File: config.mk
export PLATFORM = sky130hd
export DESIGN_NAME = sofl_offset_loader
export DESIGN_NICKNAME = d
export VERILOG_FILES = /design/src/rtl/sofl_pkg.sv /design/src/rtl/sofl_bit_counter.sv /design/src/rtl/sofl_shadow_chain.sv /design/src/rtl/sofl_valid_pipe.sv /design/src/rtl/sofl_offset_loader.sv
export SDC_FILE = /design/constraint.sdc
export NUM_CORES = 1
export LEC_CHECK = 0
export ABC_AREA = 1
export BUFFER_PORTS_ARGS = -buffer_cell sky130_fd_sc_hd__clkbuf_2
export CAP_MARGIN = 20
export CORE_UTILIZATION = 40
export DETAILED_ROUTE_END_ITERATION = 16
export PLACE_DENSITY = 0.59
export SKIP_LAST_GASP = 1
export SLEW_MARGIN = 20
export SYNTH_ARGS = -nofsm -noshare
export SYNTH_HDL_FRONTEND = slang
export SYNTH_SLANG_ARGS = --single-unit
export TNS_END_PERCENT = 10
File: constraint.sdc
create_clock -name clk -period 1.4 [get_ports clk]
set_clock_uncertainty 0.05 [all_clocks]
set_input_delay 0.21 -clock clk [delete_from_list [all_inputs] [get_ports clk]]
set_output_delay 0.21 -clock clk [all_outputs]
set_load 0.03 [all_outputs]
File: src/rtl/sofl_pkg.sv
// Package: shared constants for the serial flag offset loader.
// Assumes offsets are unsigned and no wider than 31 bits.
package sofl_pkg;
    // Offset value loaded into both registers by reset
    localparam int unsigned SOFL_DEFAULT_OFS = 127;

    // Number of serial bits needed to fill both offsets
    function automatic int unsigned sofl_chain_len(input int unsigned ofs_w);
        return 2 * ofs_w;
    endfunction
endpackage

File: src/rtl/sofl_bit_counter.sv
// Module: sofl_bit_counter
// Tracks the position of the next serial bit in the offset chain.
// Advances only on a captured bit and wraps to zero after the last
// position, so loading can pause for any number of cycles.
// Assumes CHAIN_LEN >= 2.
module sofl_bit_counter #(
    parameter int unsigned CHAIN_LEN = 28,
    localparam int unsigned IDX_W = $clog2(CHAIN_LEN)
) (
    input  logic             clk,
    input  logic             rst_n,
    input  logic             capture,
    output logic [IDX_W-1:0] bit_idx,
    output logic             first_bit,
    output logic             last_bit
);
    localparam logic [IDX_W-1:0] LAST_IDX = IDX_W'(CHAIN_LEN - 1);

    // Flags for the first and last captured bit of a chain
    always_comb begin
        first_bit = capture && (bit_idx == '0);
        last_bit  = capture && (bit_idx == LAST_IDX);
    end

    // Advance on each captured bit, wrap after the final position
    always_ff @(posedge clk) begin
        if (!rst_n)
            bit_idx <= '0;
        else if (last_bit)
            bit_idx <= '0;
        else if (capture)
            bit_idx <= bit_idx + 1'b1;
    end


    idx_range_chk: assert property (@(posedge clk) disable iff (!rst_n)
        bit_idx <= LAST_IDX);

    idx_hold_chk: assert property (@(posedge clk) disable iff (!rst_n)
        !capture |=> $stable(bit_idx));

    idx_wrap_chk: assert property (@(posedge clk) disable iff (!rst_n)
        last_bit |=> (bit_idx == '0));
endmodule

File: src/rtl/sofl_shadow_chain.sv
// Module: sofl_shadow_chain
// Collects serial bits into shadow storage at the position given by
// the bit counter. Copies the full chain, including the bit arriving
// on the same edge, to the live offsets on the final bit.
// Assumes bit_idx < 2*OFS_W.
module sofl_shadow_chain #(
    parameter int unsigned OFS_W   = 14,
    parameter int unsigned DEF_OFS = 127,
    localparam int unsigned CHAIN_LEN = 2 * OFS_W,
    localparam int unsigned IDX_W = $clog2(CHAIN_LEN)
) (
    input  logic             clk,
    input  logic             rst_n,
    input  logic             capture,
    input  logic             last_bit,
    input  logic [IDX_W-1:0] bit_idx,
    input  logic             din,
    output logic [OFS_W-1:0] empty_ofs,
    output logic [OFS_W-1:0] full_ofs
);
    logic [CHAIN_LEN-1:0] shadow;
    logic [CHAIN_LEN-1:0] merged;

    // Chain as it stands once the current bit is included
    always_comb begin
        merged = shadow;
        merged[CHAIN_LEN-1] = din;
    end

    // Store each captured bit at its chain position
    always_ff @(posedge clk) begin
        if (!rst_n)
            shadow <= '0;
        else if (capture)
            shadow[bit_idx] <= din;
    end

    // Move the completed chain into the live offsets
    always_ff @(posedge clk) begin
        if (!rst_n) begin
            empty_ofs <= OFS_W'(DEF_OFS);
            full_ofs  <= OFS_W'(DEF_OFS);
        end else if (last_bit) begin
            empty_ofs <= merged[OFS_W-1:0];
            full_ofs  <= merged[CHAIN_LEN-1:OFS_W];
        end
    end


    live_hold_chk: assert property (@(posedge clk) disable iff (!rst_n)
        !last_bit |=> ($stable(empty_ofs) && $stable(full_ofs)));
endmodule

File: src/rtl/sofl_valid_pipe.sv
// Module: sofl_valid_pipe
// Raises the valid flag VALID_LAT edges after chain completion and
// drops it at once when a new chain starts. A start also flushes any
// completion still in flight.
// Assumes VALID_LAT >= 1.
module sofl_valid_pipe #(
    parameter int unsigned VALID_LAT = 2
) (
    input  logic clk,
    input  logic rst_n,
    input  logic start,
    input  logic finish,
    output logic valid
);
    logic [VALID_LAT-1:0] pend;

    // Delay line carrying the completion event
    always_ff @(posedge clk) begin
        if (!rst_n || start) begin
            pend <= '0;
        end else begin
            pend[0] <= finish;
            for (int k = 1; k < int'(VALID_LAT); k++)
                pend[k] <= pend[k-1];
        end
    end

    // Valid flag: cleared by a new chain, set at the end of the delay
    always_ff @(posedge clk) begin
        if (!rst_n)
            valid <= 1'b1;
        else if (start)
            valid <= 1'b0;
        else if (pend[VALID_LAT-1])
            valid <= 1'b1;
    end


    valid_rise_chk: assert property (@(posedge clk) disable iff (!rst_n)
        $rose(valid) |-> $past(pend[VALID_LAT-1]));

    valid_early_chk: assert property (@(posedge clk) disable iff (!rst_n)
        finish |=> !valid);
endmodule

File: src/rtl/sofl_offset_loader.sv
// Module: sofl_offset_loader (top)
// Serial loader for the almost-empty and almost-full offsets of a FIFO.
// Captures one bit per write-clock edge while both active-low gates
// are low, and publishes the offsets once the whole chain is in.
// Assumes all inputs are synchronous to clk.
module sofl_offset_loader #(
    parameter int unsigned OFS_W     = 14,
    parameter int unsigned VALID_LAT = 2
) (
    input  logic             clk,
    input  logic             rst_n,
    input  logic             prog_sel_n,
    input  logic             shift_en_n,
    input  logic             shift_din,
    output logic [OFS_W-1:0] empty_ofs,
    output logic [OFS_W-1:0] full_ofs,
    output logic             ofs_valid
);
    import sofl_pkg::*;

    localparam int unsigned CHAIN_LEN = sofl_chain_len(OFS_W);
    localparam int unsigned IDX_W     = $clog2(CHAIN_LEN);

    logic             capture;
    logic [IDX_W-1:0] bit_idx;
    logic             first_bit;
    logic             last_bit;

    // A bit is taken only when both gates are active
    always_comb capture = !prog_sel_n && !shift_en_n;

    sofl_bit_counter #(.CHAIN_LEN(CHAIN_LEN)) u_cnt (
        .clk       (clk),
        .rst_n     (rst_n),
        .capture   (capture),
        .bit_idx   (bit_idx),
        .first_bit (first_bit),
        .last_bit  (last_bit)
    );

    sofl_shadow_chain #(.OFS_W(OFS_W), .DEF_OFS(SOFL_DEFAULT_OFS)) u_chain (
        .clk       (clk),
        .rst_n     (rst_n),
        .capture   (capture),
        .last_bit  (last_bit),
        .bit_idx   (bit_idx),
        .din       (shift_din),
        .empty_ofs (empty_ofs),
        .full_ofs  (full_ofs)
    );

    sofl_valid_pipe #(.VALID_LAT(VALID_LAT)) u_valid (
        .clk    (clk),
        .rst_n  (rst_n),
        .start  (first_bit),
        .finish (last_bit),
        .valid  (ofs_valid)
    );


    valid_drop_chk: assert property (@(posedge clk) disable iff (!rst_n)
        (!prog_sel_n && !shift_en_n && first_bit) |=> !ofs_valid);

    gate_idle_chk: assert property (@(posedge clk) disable iff (!rst_n)
        (prog_sel_n || shift_en_n) |=> ($stable(empty_ofs) && $stable(full_ofs)));
endmodule

# Yosys cells after proc, flatten, opt, wreduce, memory -nomap -nowiden
# Index checks and enable logic that the tools add are counted.
# W data, S select, Z words.
[op_classes]
add_sub_neg = 1
magnitude_cmp = 2
n_eq_ne = 1
n_mux = 5
bitwise_logic = 1
reduce_logical = 11
[ops]
columns = ["cell", "count"]
rows = [
  ["$bwmux W28", 1],
  ["$lt A5 B6 Y1 const B", 1],
  ["$add A5 B1 Y5 const B", 1],
  ["$demux W1 S5", 1],
  ["$eq A5 B5 Y1 const B", 1],
  ["$ge A5 B1 Y1 const B", 1],
  ["$logic_not A5 Y1", 1],
  ["$logic_and A1 B1 Y1", 4],
  ["$logic_not A1 Y1", 3],
  ["$mux W1", 3],
  ["$reduce_bool A2 Y1", 1],
  ["$reduce_or A2 Y1", 1],
  ["$logic_or A1 B1 Y1", 1],
  ["$not A1 Y1", 1],
]
[totals]
ff_bits = 64
output_inout_bits = 29

# Depth between registers and ports, before layout
[depth]
ltp_word = 5
ltp_mapped = 8

# Cells and area by module
# Synthesis repeated with hierarchy kept, for this count alone.
[hier_totals]
hier_cells = 358
hier_area_um2 = 2544.9
[modules_own_cells]
columns = ["mod", "n_inst", "cells_per_inst", "area_per_inst_um2", "seq_area_each_um2"]
rows = [
  ["sofl_shadow_chain", 1, 310, 2182.1, 1101.1],
  ["sofl_bit_counter", 1, 39, 274.0, 100.1],
  ["sofl_valid_pipe", 1, 8, 85.1, 60.1],
  ["sofl_offset_loader", 1, 1, 3.8, 0.0],
]

# Worst setup path before layout
# OpenSTA, ideal clock, no wires.
[synth_timing]
kind = "reg-to-reg"
start = "register u_cnt.bit_idx[1]"
end = "register u_chain.empty_ofs[5]"
setup_time_ns = 0.130
arrival_ns = 1.145
path_slack_ns = 0.075
stages_incl_launch_ff = 8
path_buffers = 1
synth_period_minus_slack_ns = 1.325
path_cell_list = "dfxtp_1 ha_1 nand2_1 nor2_8 inv_4 buf_6 nand2_1 nand3_1"
[synth_between]
elab_chain_cells = 2
[synth_rtl]
columns = ["item", "line", "rtl"]
rows = [
  ["start, declared", "sofl_bit_counter.sv:13", "output logic [IDX_W-1:0] bit_idx,"],
  ["start signal, assigned", "sofl_bit_counter.sv:32", "bit_idx <= bit_idx + 1'b1;"],
  ["$eq A5 B5 Y1", "sofl_bit_counter.sv:22", "last_bit = capture && (bit_idx == LAST_IDX);"],
  ["$logic_and A1 B1 Y1", "sofl_bit_counter.sv:22", ""],
  ["end signal, assigned", "sofl_shadow_chain.sv:41", "empty_ofs <= OFS_W'(DEF_OFS);"],
  ["end signal, assigned", "sofl_shadow_chain.sv:44", "empty_ofs <= merged[OFS_W-1:0];"],
  ["end, declared", "sofl_shadow_chain.sv:18", "output logic [OFS_W-1:0] empty_ofs,"],
]
# No other way between the ends.
# A chain may end at the register's enable or synchronous reset.

# Final worst setup path
[layout_timing]
start = "register u_cnt.bit_idx[0]"
end = "register u_chain.shadow[22]"
[layout_between]
elab_chain_cells = 5
[layout_rtl]
columns = ["item", "line", "rtl"]
rows = [
  ["$lt A5 B6 Y1 (not written as such) or $ge A5 B1 Y1 (tied branches)", "sofl_shadow_chain.sv:35", "shadow[bit_idx] <= din;"],
  ["$logic_and A1 B1 Y1 (not written as such)", "sofl_shadow_chain.sv:35", ""],
  ["$mux W1 (not written as such)", "sofl_shadow_chain.sv:35", ""],
  ["$demux W1 S5 (*)", "--", ""],
  ["$bwmux W28 (*)", "sofl_shadow_chain.sv:35", ""],
  ["end signal, assigned by index", "sofl_shadow_chain.sv:35", ""],
  ["end, declared", "sofl_shadow_chain.sv:21", "logic [CHAIN_LEN-1:0] shadow;"],
]
# Every way passes the cells marked *; elsewhere a longest branch is shown, timed or not.

==> run_results.csv <==
group,metric,value,unit
outcome,outcome,"complete, no violations",
sta,slew_violations,0,
logic_synthesis,seq_area_frac_synth,0.480,
drt,avgViaCountPerCell,4.57,
clocking,cts_made_buffers,9,
cells_and_area,final_nets,429,
logic_synthesis,netlist_area,2630,sq um
worst_setup_path,cpMostUsedCell,"nand2_1",
worst_setup_path,start_kind,"flop",
die,dieArea,6900,sq um
cells_and_area,drive_gt1_frac,0.203,
cells_and_area,diodes,0,
clocking,cts_sinks,63,
pwr,p_sw,839,uW
pwr,p_leak,0.00145,uW
worst_setup_path,arrival,1540,ps
sta,hold_violations,0,
global_route,grt.overflow.total,0,
placed_design,io_buffers,33,
die,core_region_area,6350,sq um
clocking,clock_latency,350,ps
placed_design,globalplace.congestion,0.773,
sta,slew_headroom,0.755,
sta,fmax,738,MHz
hold_path,holdPathEnd,"u_chain.shadow[15]",
sta,setup_viol,0,
cells_and_area,final_util,0.503,
die,start_util,0.414,
hold_path,hold_path.class,"input port to flop",
pwr,pwr-share-comb,0.057,
logic_synthesis,ys_ff_latch,63,
worst_setup_path,cp_top_family,"simple AND/OR/NAND/NOR gates",
clocking,path_clk_slew,60,ps
worst_setup_path,cp_cell_sequence,"inv_1, ha_1, nand2_1, buf_4, nor2_1, nand2_1, nand2_1, nor2_1",
pwr,vdd_drop_max,0.000572,V
global_route,antenna_found_initial,0,
drt,num_vias,2289,
sta,min_period,1360,ps
cells_and_area,finalNonFillerCells,501,
die,num_io_pins,34,
worst_setup_path,required,1590,ps
clocking,clock_path_buffers,2,
pwr,power_density,1080,nW/um^2
sta,worstMarginPinSlew,365,ps
global_route,grt.total_usage,0.170,
die,fp.dieH,83.1,um
drt,routed_wl,5550,um
drt,avgRoutedWirePerCell,11.1,um
die,num_rows,29,
drt,drc,0,
pwr,power_frac_clock,0.413,
clocking,cts_tree,"done",
drt,dr.first_iter.drc_count,113,
clocking,htree_num_levels,3,
cells_and_area,syn2layout_area_growth,21.5,%
worst_setup_path,cp_slowest_cell,"dfxtp_2",
drt,antenna_left,0,
worst_setup_path,crit_path_max_fanout,4,
logic_synthesis,syn_inst,372,
placed_design,place_inst,483,
global_route,grt_pass1_wl,9340,um
pwr,seqPwrFrac,0.529,
worst_setup_path,reg2reg_depth,8,
sta,fin_crit_sh,0.968,
logic_synthesis,synth_nets,381,
worst_setup_path,cpPeakStageDelay,340,ps
sta,finalSetupTns,0,ps
logic_synthesis,synthDistinctLibCells,21,
placed_design,post-dp-hpwl,3620,um
worst_setup_path,end_kind,"flop",
global_route,first_global_vias,2030,
worst_setup_path,r2r-end,"u_chain.shadow[22]",
logic_synthesis,yosys_warnings,0,
cells_and_area,layout.cells.most_common,"nand2_1",
clocking,postCtsHoldBufs,0,
global_route,grt_max_degree,34,
worst_setup_path,cp_num_buf_inv,2,
pwr,p_int,2600,uW
worst_setup_path,r2r-start,"u_cnt.bit_idx[0]",
pwr,switching_share,0.244,
cells_and_area,final_cell_mix,"109 x nand2_1, 87 x nor2_1, 59 x dfxtp_1, 36 x nand3_1, 33 x clkbuf_2",
drt,firstDrtPassIters,4,
cells_and_area,fill_cells,675,
sta,hold_ws,66.7,ps
hold_path,min_from,"shift_din",
die,die_width,83.1,um
sta,rsz0062_at_grt,"yes",
run,maxCapViolCount,0,
worst_setup_path,setup.worst_path.class,"flop to flop",
logic_synthesis,synth_area_per_cell,7.07,sq um
clocking,cts_root_buffer,"clkbuf_8",
worst_setup_path,rrSetupSlack,40,ps
hold_path,hold_depth,3,
-- registers in the layout (all words and copies together), names as in the netlist --
register / cells
u_valid.pend: 2
u_chain.empty_ofs: 14
u_cnt.bit_idx: 5
u_chain.full_ofs: 14
u_valid.valid: 1
u_chain.shadow: 27
-- power by group through the flow --
stage               clock, uW  sequential [uW]  combinational [uW]
global placement            0             1860                 188
CTS                      1460             1820                 189
finish                   1420             1820                 198
floorplan                   0             1860                 123
detailed placement          0             1860                 189
global route             1540             1820                 224
-- cell families after synthesis --
kind of cell / synth area share
buf+inv: 0.0833
flops: 0.480
compound gates: 0.0324
fa+ha+maj: 0.0190
simple gates: 0.382
xor+xnor: 0.00333
-- worst min-delay path, delay by kind of cell --
family	cells	cell delay (ps)
AND/OR/NAND/NOR	2	120
buffers and inverters	1	90
-- stage by stage --
stage	power, uW	setup WS, ps	cell area [sq um]
after floorplan	1980	75.1	2630
after global placement	2050	0.656	2930
after detailed placement	2050	-58.7	2930
after CTS	3470	-14.0	3120
after global routing	3590	-72.5	3190
final	3440	44.7	3190
-- final cells by class --
| class | count | area, sq um | area share |
|---|---|---|---|
| multi-input cells | 266 | 1200 | 0.375 |
| clock inverters | 3 | 18.8 | 0.00588 |
| well taps | 77 | 96.3 | 0.0302 |
| clock buffers | 12 | 155 | 0.0486 |
| repair buffers | 51 | 343 | 0.107 |
| flip-flops and latches | 63 | 1270 | 0.396 |
| inverters | 29 | 118 | 0.0368 |
-- layer usage --
layer	up-vias	share of wire	global-route usage
met5	-	0	0
met4	0	0.025	0.0940
met3	13	0.039	0.0457
met2	42	0.42	0.251
met1	996	0.52	0.226
li1	1238	-	-
-- cell usage after synthesis (all sizes together) --
cell    count  area (sq um)
a21oi      16          80.1
clkbuf      4          15.0
inv        28           110
nand3      37           198
clkinv      1          3.75
xor2        1          8.76
o21ai       1          5.00
nor2       93           373
ha          4          50.1
buf        11          90.1
dfxtp      63          1260
nand2     111           417
nor3        1          10.0
nor3b       1          7.51
-- repair_timing --
action,4_1_cts,5_1_grt
endpoints found under the setup margin,33,54
gates cloned,0,2
setup buffers,1,0
gates resized for setup,3,13
pin swaps,1,1
-- worst max-delay path by stage --
stage / startpoint / to / slack [ps] / cells past startpoint
after floorplan: u_cnt.bit_idx[1] / u_chain.empty_ofs[5] / 80 / 7
after global placement: prog_sel_n / u_chain.shadow[19] / 0.7 / 8
after detailed placement: u_cnt.bit_idx[1] / u_chain.shadow[3] / -60 / 7
after CTS: u_cnt.bit_idx[1] / u_chain.full_ofs[8] / -10 / 7
after global routing: u_cnt.bit_idx[1] / u_chain.shadow[17] / -70 / 7
final: u_cnt.bit_idx[0] / u_chain.shadow[22] / 40 / 8
Note: power is estimated with default switching activity, not from simulation.
